<file path="src/rtl/irqc_pkg.sv">
package irqc_pkg;

    // Pin positions; the decoder depends on these.
    localparam int PIN_TB      = 0;
    localparam int PIN_EXT     = 1;
    localparam int PIN_SMI     = 2;
    localparam int PIN_MCK_N   = 3;
    localparam int PIN_STOP_N  = 4;
    localparam int PIN_HRST_N  = 5;
    localparam int PIN_SRST    = 6;
    localparam int PIN_DEFINED = 7;

    // Pending vector positions.
    localparam int PND_EXT = 0;
    localparam int PND_SMI = 1;
    localparam int PND_MCK = 2;
    localparam int PND_RST = 3;
    localparam int PND_W   = 4;

    typedef enum logic [1:0] {
        SENSE_HIGH = 2'd0,
        SENSE_LOW  = 2'd1,
        SENSE_FALL = 2'd2,
        SENSE_NONE = 2'd3
    } sense_e;

    typedef struct packed {
        logic [PND_W-1:0] set;
        logic [PND_W-1:0] drop;
    } pend_evt_t;

    typedef struct packed {
        logic tb_on;
        logic tb_off;
        logic stop;
        logic hrst_on;
        logic hrst_off;
    } ctl_evt_t;

    function automatic sense_e sense_of(input int idx);
        case (idx)
            PIN_TB, PIN_EXT, PIN_SMI, PIN_SRST: return SENSE_HIGH;
            PIN_STOP_N, PIN_HRST_N:             return SENSE_LOW;
            PIN_MCK_N:                          return SENSE_FALL;
            default:                            return SENSE_NONE;
        endcase
    endfunction

    // Which pin feeds each pending bit.
    function automatic int pend_src(input int k);
        case (k)
            PND_EXT: return PIN_EXT;
            PND_SMI: return PIN_SMI;
            PND_MCK: return PIN_MCK_N;
            default: return PIN_SRST;
        endcase
    endfunction

endpackage

</file>
<file path="src/rtl/irqc_sync.sv">
module irqc_sync #(
    parameter int              WIDTH   = 8,
    parameter logic [WIDTH-1:0] RST_VAL = '0
) (
    input  logic             clk,
    input  logic             rst,
    input  logic [WIDTH-1:0] d_i,
    output logic [WIDTH-1:0] q_o
);
    logic [WIDTH-1:0] stage1_q;
    logic [WIDTH-1:0] stage2_q;

    always_ff @(posedge clk) begin
        if (rst) begin
            stage1_q <= RST_VAL;
            stage2_q <= RST_VAL;
        end else begin
            stage1_q <= d_i;
            stage2_q <= stage1_q;
        end
    end

    assign q_o = stage2_q;
endmodule

</file>
<file path="src/rtl/irqc_detect.sv">
module irqc_detect
    import irqc_pkg::*;
#(
    parameter int                N_PINS = 8,
    parameter logic [N_PINS-1:0] IDLE   = 8'h38
) (
    input  logic                   clk,
    input  logic                   rst,
    input  logic [N_PINS-1:0]      smp_i,
    output logic [N_PINS-1:0]      lvl_o,
    output logic [PIN_DEFINED-1:0] act_o,
    output logic [PIN_DEFINED-1:0] asrt_o
);
    logic [N_PINS-1:0] lvl_q;

    always_ff @(posedge clk) begin
        if (rst) lvl_q <= IDLE;
        else     lvl_q <= smp_i;
    end

    for (genvar i = 0; i < PIN_DEFINED; i++) begin : g_pin
        localparam sense_e SNS = sense_of(i);
        if (SNS == SENSE_FALL) begin : g_fall
            assign act_o[i]  = lvl_q[i] & ~smp_i[i];
            assign asrt_o[i] = ~smp_i[i];
        end else if (SNS == SENSE_LOW) begin : g_low
            assign act_o[i]  = lvl_q[i] ^ smp_i[i];
            assign asrt_o[i] = ~smp_i[i];
        end else begin : g_high
            assign act_o[i]  = lvl_q[i] ^ smp_i[i];
            assign asrt_o[i] = smp_i[i];
        end
    end

    assign lvl_o = lvl_q;


    repeat_quiet_chk: assert property (@(posedge clk) disable iff (rst)
        (smp_i[PIN_DEFINED-1:0] == lvl_q[PIN_DEFINED-1:0]) |-> (act_o == '0));
endmodule

</file>
<file path="src/rtl/irqc_decode.sv">
module irqc_decode
    import irqc_pkg::*;
(
    input  logic [PIN_DEFINED-1:0] act_i,
    input  logic [PIN_DEFINED-1:0] asrt_i,
    output pend_evt_t              pend_evt_o,
    output ctl_evt_t               ctl_evt_o
);
    logic [PND_W-1:0] set_v;
    logic [PND_W-1:0] drop_v;

    for (genvar k = 0; k < PND_W; k++) begin : g_pend
        localparam int SRC = pend_src(k);
        assign set_v[k] = act_i[SRC] & asrt_i[SRC];
        if (sense_of(SRC) == SENSE_FALL) begin : g_edge
            assign drop_v[k] = 1'b0;
        end else begin : g_level
            assign drop_v[k] = act_i[SRC] & ~asrt_i[SRC];
        end
    end

    assign pend_evt_o = '{set: set_v, drop: drop_v};

    assign ctl_evt_o = '{
        tb_on:    act_i[PIN_TB]     &  asrt_i[PIN_TB],
        tb_off:   act_i[PIN_TB]     & ~asrt_i[PIN_TB],
        stop:     act_i[PIN_STOP_N] &  asrt_i[PIN_STOP_N],
        hrst_on:  act_i[PIN_HRST_N] &  asrt_i[PIN_HRST_N],
        hrst_off: act_i[PIN_HRST_N] & ~asrt_i[PIN_HRST_N]
    };
endmodule

</file>
<file path="src/rtl/irqc_pending.sv">
module irqc_pending
    import irqc_pkg::*;
(
    input  logic             clk,
    input  logic             rst,
    input  pend_evt_t        evt_i,
    input  logic [PND_W-1:0] clr_i,
    output logic [PND_W-1:0] pend_o,
    output logic             irq_o
);
    logic [PND_W-1:0] pend_q;
    logic [PND_W-1:0] pend_d;
    logic             irq_q;

    always_comb begin
        for (int k = 0; k < PND_W; k++) begin
            if (evt_i.set[k])       pend_d[k] = 1'b1;
            else if (evt_i.drop[k]) pend_d[k] = 1'b0;
            else if (clr_i[k])      pend_d[k] = 1'b0;
            else                    pend_d[k] = pend_q[k];
        end
    end

    always_ff @(posedge clk) begin
        if (rst) begin
            pend_q <= '0;
            irq_q  <= 1'b0;
        end else begin
            pend_q <= pend_d;
            irq_q  <= |pend_d;
        end
    end

    assign pend_o = pend_q;
    assign irq_o  = irq_q;


    clr_effect_chk: assert property (@(posedge clk) disable iff (rst)
        ((clr_i & ~evt_i.set) != '0) |=> ((pend_q & $past(clr_i & ~evt_i.set)) == '0));


    set_wins_chk: assert property (@(posedge clk) disable iff (rst)
        (evt_i.set != '0) |=> ((pend_q & $past(evt_i.set)) == $past(evt_i.set)));


    irq_drop_chk: assert property (@(posedge clk) disable iff (rst)
        $fell(irq_q) |-> (pend_q == '0));
endmodule

</file>
<file path="src/rtl/irq_pin_cond.sv">
module irq_pin_cond
    import irqc_pkg::*;
#(
    parameter int                N_PINS     = 8,
    parameter logic [N_PINS-1:0] IDLE_LEVEL = 8'h38
) (
    input  logic              clk,
    input  logic              rst,
    input  logic [N_PINS-1:0] pin_i,
    input  logic [3:0]        pend_clr_i,
    output logic [3:0]        pend_o,
    output logic              irq_o,
    output logic              tb_run_o,
    output logic              core_halt_o,
    output logic              core_reset_o,
    output logic [N_PINS-1:0] pin_level_o
);
    localparam int SPARE_W = N_PINS - PIN_DEFINED;

    logic [N_PINS-1:0]      smp;
    logic [N_PINS-1:0]      lvl;
    logic [PIN_DEFINED-1:0] act;
    logic [PIN_DEFINED-1:0] asrt;
    pend_evt_t              pend_evt;
    ctl_evt_t               ctl_evt;
    logic                   tb_q;
    logic                   halt_q;
    logic                   hrst_q;

    irqc_sync #(.WIDTH(N_PINS), .RST_VAL(IDLE_LEVEL)) u_sync (
        .clk (clk),
        .rst (rst),
        .d_i (pin_i),
        .q_o (smp)
    );

    irqc_detect #(.N_PINS(N_PINS), .IDLE(IDLE_LEVEL)) u_detect (
        .clk    (clk),
        .rst    (rst),
        .smp_i  (smp),
        .lvl_o  (lvl),
        .act_o  (act),
        .asrt_o (asrt)
    );

    irqc_decode u_decode (
        .act_i      (act),
        .asrt_i     (asrt),
        .pend_evt_o (pend_evt),
        .ctl_evt_o  (ctl_evt)
    );

    irqc_pending u_pending (
        .clk    (clk),
        .rst    (rst),
        .evt_i  (pend_evt),
        .clr_i  (pend_clr_i),
        .pend_o (pend_o),
        .irq_o  (irq_o)
    );

    always_ff @(posedge clk) begin
        if (rst) begin
            tb_q   <= 1'b0;
            halt_q <= 1'b0;
            hrst_q <= 1'b0;
        end else begin
            if (ctl_evt.tb_on)         tb_q <= 1'b1;
            else if (ctl_evt.tb_off)   tb_q <= 1'b0;
            if (ctl_evt.stop)          halt_q <= 1'b1;
            if (ctl_evt.hrst_on)       hrst_q <= 1'b1;
            else if (ctl_evt.hrst_off) hrst_q <= 1'b0;
        end
    end

    assign tb_run_o     = tb_q;
    assign core_halt_o  = halt_q;
    assign core_reset_o = hrst_q;
    assign pin_level_o  = lvl;


    halt_sticky_chk: assert property (@(posedge clk) disable iff (rst)
        core_halt_o |=> core_halt_o);


    mck_hold_chk: assert property (@(posedge clk) disable iff (rst)
        (pend_o[PND_MCK] && !pend_clr_i[PND_MCK]) |=> pend_o[PND_MCK]);


    spare_quiet_chk: assert property (@(posedge clk) disable iff (rst)
        ((smp[PIN_DEFINED-1:0] == lvl[PIN_DEFINED-1:0]) && (pend_clr_i == '0))
        |=> ($stable(pend_o) && $stable(tb_run_o) && $stable(core_reset_o)));


    hrst_follow_chk: assert property (@(posedge clk) disable iff (rst)
        core_reset_o |-> !pin_level_o[PIN_HRST_N]);

    if (SPARE_W > 0) begin : g_spare_note
        // Spare positions only feed pin_level_o through the detector register.
    end
endmodule

</file>
<file path="config.mk">
export PLATFORM = sky130hd
export DESIGN_NAME = irq_pin_cond
export DESIGN_NICKNAME = d
export VERILOG_FILES = /design/src/rtl/irqc_pkg.sv /design/src/rtl/irqc_sync.sv /design/src/rtl/irqc_detect.sv /design/src/rtl/irqc_decode.sv /design/src/rtl/irqc_pending.sv /design/src/rtl/irq_pin_cond.sv
export SDC_FILE = /design/constraint.sdc
export NUM_CORES = 1
export LEC_CHECK = 0
export BUFFER_PORTS_ARGS = -buffer_cell sky130_fd_sc_hd__buf_4
export CORE_UTILIZATION = 45
export CTS_BUF_LIST = sky130_fd_sc_hd__clkbuf_8 sky130_fd_sc_hd__clkbuf_16
export DETAILED_ROUTE_END_ITERATION = 12
export GPL_TIMING_DRIVEN = 0
export PLACE_DENSITY = 0.71
export SETUP_SLACK_MARGIN = 0.05
export SLEW_MARGIN = 20
export SYNTH_ARGS = -nofsm -noshare
export SYNTH_HDL_FRONTEND = slang
export SYNTH_SLANG_ARGS = --single-unit
</file>
<file path="constraint.sdc">
create_clock -name clk -period 1.6 [get_ports clk]
set_clock_uncertainty 0.05 [all_clocks]
set_input_delay 0 -clock clk [delete_from_list [all_inputs] [get_ports clk]]
set_output_delay 0 -clock clk [all_outputs]
set_load 0.03 [all_outputs]
</file>
==> results.sh <==
export IMPL_dieHeight_um=48.8
export IMPL_htreeDepth=2
export IMPL_drive_above_1_share_pct=36.8
export IMPL_final_util_pct=70.8
export IMPL_netlist_area_sq_um=985
export IMPL_synth_xor_area_share_pct=0
export IMPL_tns_ns=0
export IMPL_syn_to_final_growth_pct=43.8
export IMPL_clk_path_buf_depth=2
export IMPL_cts_root_buffer="clkbuf_8"
export IMPL_numPortBuffers=29
export IMPL_numClockSinks=32
export IMPL_worstMarginPinSlew_ns=0.431
export IMPL_synth_cell_types=14
export IMPL_critPathKind="in -> reg"
export IMPL_start_kind="input pin"
export IMPL_wl_per_cell_um=9.28
export IMPL_reg2regPathDepth=4
export IMPL_syn_mean_instance_area_sq_um=11.3
export IMPL_yosysWarnings=0
export IMPL_postCtsHoldBufs=9
export IMPL_peakVddDrop_mv=0.788
export IMPL_status="complete, no violations"
export IMPL_leakage_uw=0.000654
export IMPL_numCtsBuffers=5
export IMPL_synth_net_count=103
export IMPL_fin_crit_sh_pct=69.0
export IMPL_die_w_um=48.8
export IMPL_synth_seq_cells=32
export IMPL_end_kind="register"
export IMPL_rsz0062_at_grt="no"
export IMPL_dp_final_hpwl_um=968
export IMPL_cts_setup_buffers=0
export IMPL_grt_pass1_vias=627
export IMPL_whs_ns=0.0282
export IMPL_swShare_pct=21.2
export IMPL_synthSimpleGateAreaFrac_pct=19.8
export IMPL_p_clk_share_pct=37.6
export IMPL_clock_latency_ns=0.28
export IMPL_dp_slack_ns=0.546
export IMPL_fmax_mhz=906
export IMPL_pwr_share_seq_pct=53.2
export IMPL_antenna_diode_count=0
export IMPL_synth_largest_area_cell="dfxtp_1"
export IMPL_drv_cap=0
export IMPL_required_ns=1.71
export IMPL_n_fill_cell=157
export IMPL_num_vias=682
export IMPL_regToRegSetupSlack_ns=0.55
export IMPL_drt_pass1_iterations=4
export IMPL_synth_top_area_share_pct=65.1
export IMPL_path_clk_slew_ns=0.06
export IMPL_p_int_uw=1250
export IMPL_drv_slew=0
export IMPL_grt_max_degree=11
export IMPL_synth_mux_area_share_pct=2.03
export IMPL_path_max_fanout=10
export IMPL_gp_congestion=0.630
export IMPL_initial_core_util_pct=49.2
export IMPL_syn_inst=87
export IMPL_min_period_ns=1.10
export IMPL_whs_path_depth=4
export IMPL_power_uw=1580
export IMPL_drt_vias_per_instance=4.26
export IMPL_die_area_sq_mm=0.00238
export IMPL_post_cts_resized=0
export IMPL_power_density_mw_per_mm2=1120
export IMPL_comb_power_share_pct=9.2
export IMPL_overflow=0
export IMPL_finalHoldViolations=0
export IMPL_antenna_left=0
export IMPL_drt_initial_drc_count=5
export IMPL_yosysSeqAreaShare_pct=65.1
export IMPL_num_rows=16
export IMPL_antenna_found_initial=0
export IMPL_hold_path_class="in -> reg"
export IMPL_synth_fa_ha_area_share_pct=5.97
export IMPL_cts_tree="built"
export IMPL_switchingPower_uw=334
export IMPL_synth_compound_area_share_pct=2.92
export IMPL_synth_top_family_by_area="simple AND/OR/NAND/NOR gates"
export IMPL_relSlewSlack_pct=71.3
export IMPL_routed_wirelength_um=1490
export IMPL_grt_pass1_wl_um=2500
export IMPL_synth_area_top_cells="dfxtp_1, nor2b_1, or2_2"
export IMPL_setup_viol=0
export IMPL_drc=0
export IMPL_fp_coreArea_sq_mm=0.00200
export IMPL_nets=148
export IMPL_worst_slack_ns=0.496
export IMPL_ioPinCount=30
export IMPL_grt_util_all_layers_pct=14.8
export IMPL_critical_path_arrival_ns=1.22
[placed cells by master, fill, tap and decap left out, types with 3 or more instances in the layout]
cell            n
maj3_2          3
or2_2           9
nor2_1         10
buf_4          29
inv_1          10
dfxtp_1        32
clkbuf_1        3
nor2b_1        12
clkbuf_8        6
dlygate4sd3_1   9
[cell usage after synthesis]
library cell,instances
a21oi_1,1
a22oi_1,1
a41oi_2,1
clkbuf_1,3
dfxtp_1,32
ha_1,2
inv_1,8
maj3_2,3
mux2i_1,2
nand2b_1,2
nand2b_4,1
nor2_1,10
nor2b_1,12
or2_2,9
[cell families after synthesis]
logic type               count (synthesis)
buffers and inverters                   11
multiplexers                             2
flip-flops                              32
AO/OA/AOI/OAI                            3
adder cells (fa/ha/maj)                  5
AND/OR/NAND/NOR                         34
[critical path, stage by stage]
cell and delay, ns:
dlygate4sd3_1 0.54, buf_4 0.15, clkbuf_1 0.19, or2_2 0.34
[cell type report]
cell class	instances	area, sq um	share of cell area [%]
Buffer	3	11.3	0.795
Clock buffer	6	82.6	5.83
Clock inverter	2	7.51	0.530
Inverter	8	30.0	2.12
Multi-Input combinational cell	44	303	21.4
Sequential cell	32	641	45.2
Tap cell	27	33.8	2.39
Timing Repair Buffer	38	308	21.7
[per-layer routing]
metal,wire length (um),vias to the layer above,part of all wire [%],global-route usage (%)
li1,-,354,-,-
met1,641,297,43,15.4
met2,688,26,46,23.4
met3,103,5,6.9,4.98
met4,51,0,3.4,13.2
met5,0,-,0,0
[registers in the layout, summed over array words and instances, names as in the netlist]
name and flops:
u_sync.stage1_q 8, tb_run_o 1, u_pending.pend_o 4, u_sync.q_o 8, core_reset_o 1, u_pending.irq_o 1
u_detect.lvl_o 8, core_halt_o 1
[through the flow]
stage / instances / area [sq um]
after floorplan: 87 / 985
after global placement: 143 / 1240
after detailed placement: 143 / 1240
after CTS: 160 / 1420
after global routing: 160 / 1420
final: 160 / 1420
[final timing paths]
kind                 startpoint                  end
min               pend_clr_i[2]  u_pending.pend_o[2]
min reg2reg  u_sync.stage1_q[3]        u_sync.q_o[3]
max                         rst        u_sync.q_o[4]
max reg2reg   u_detect.lvl_o[0]             tb_run_o
[power by group through the flow]
stage          clock (uW)  combinational (uW)  sequential (uW)
6_report              594                 146              841
5_1_grt               659                 157              844
4_1_cts               613                 147              841
3_5_place_dp            0                 129              858
3_3_place_gp            0                 127              857
2_1_floorplan           0                48.4              884
(Power assumes the default switching activity.)
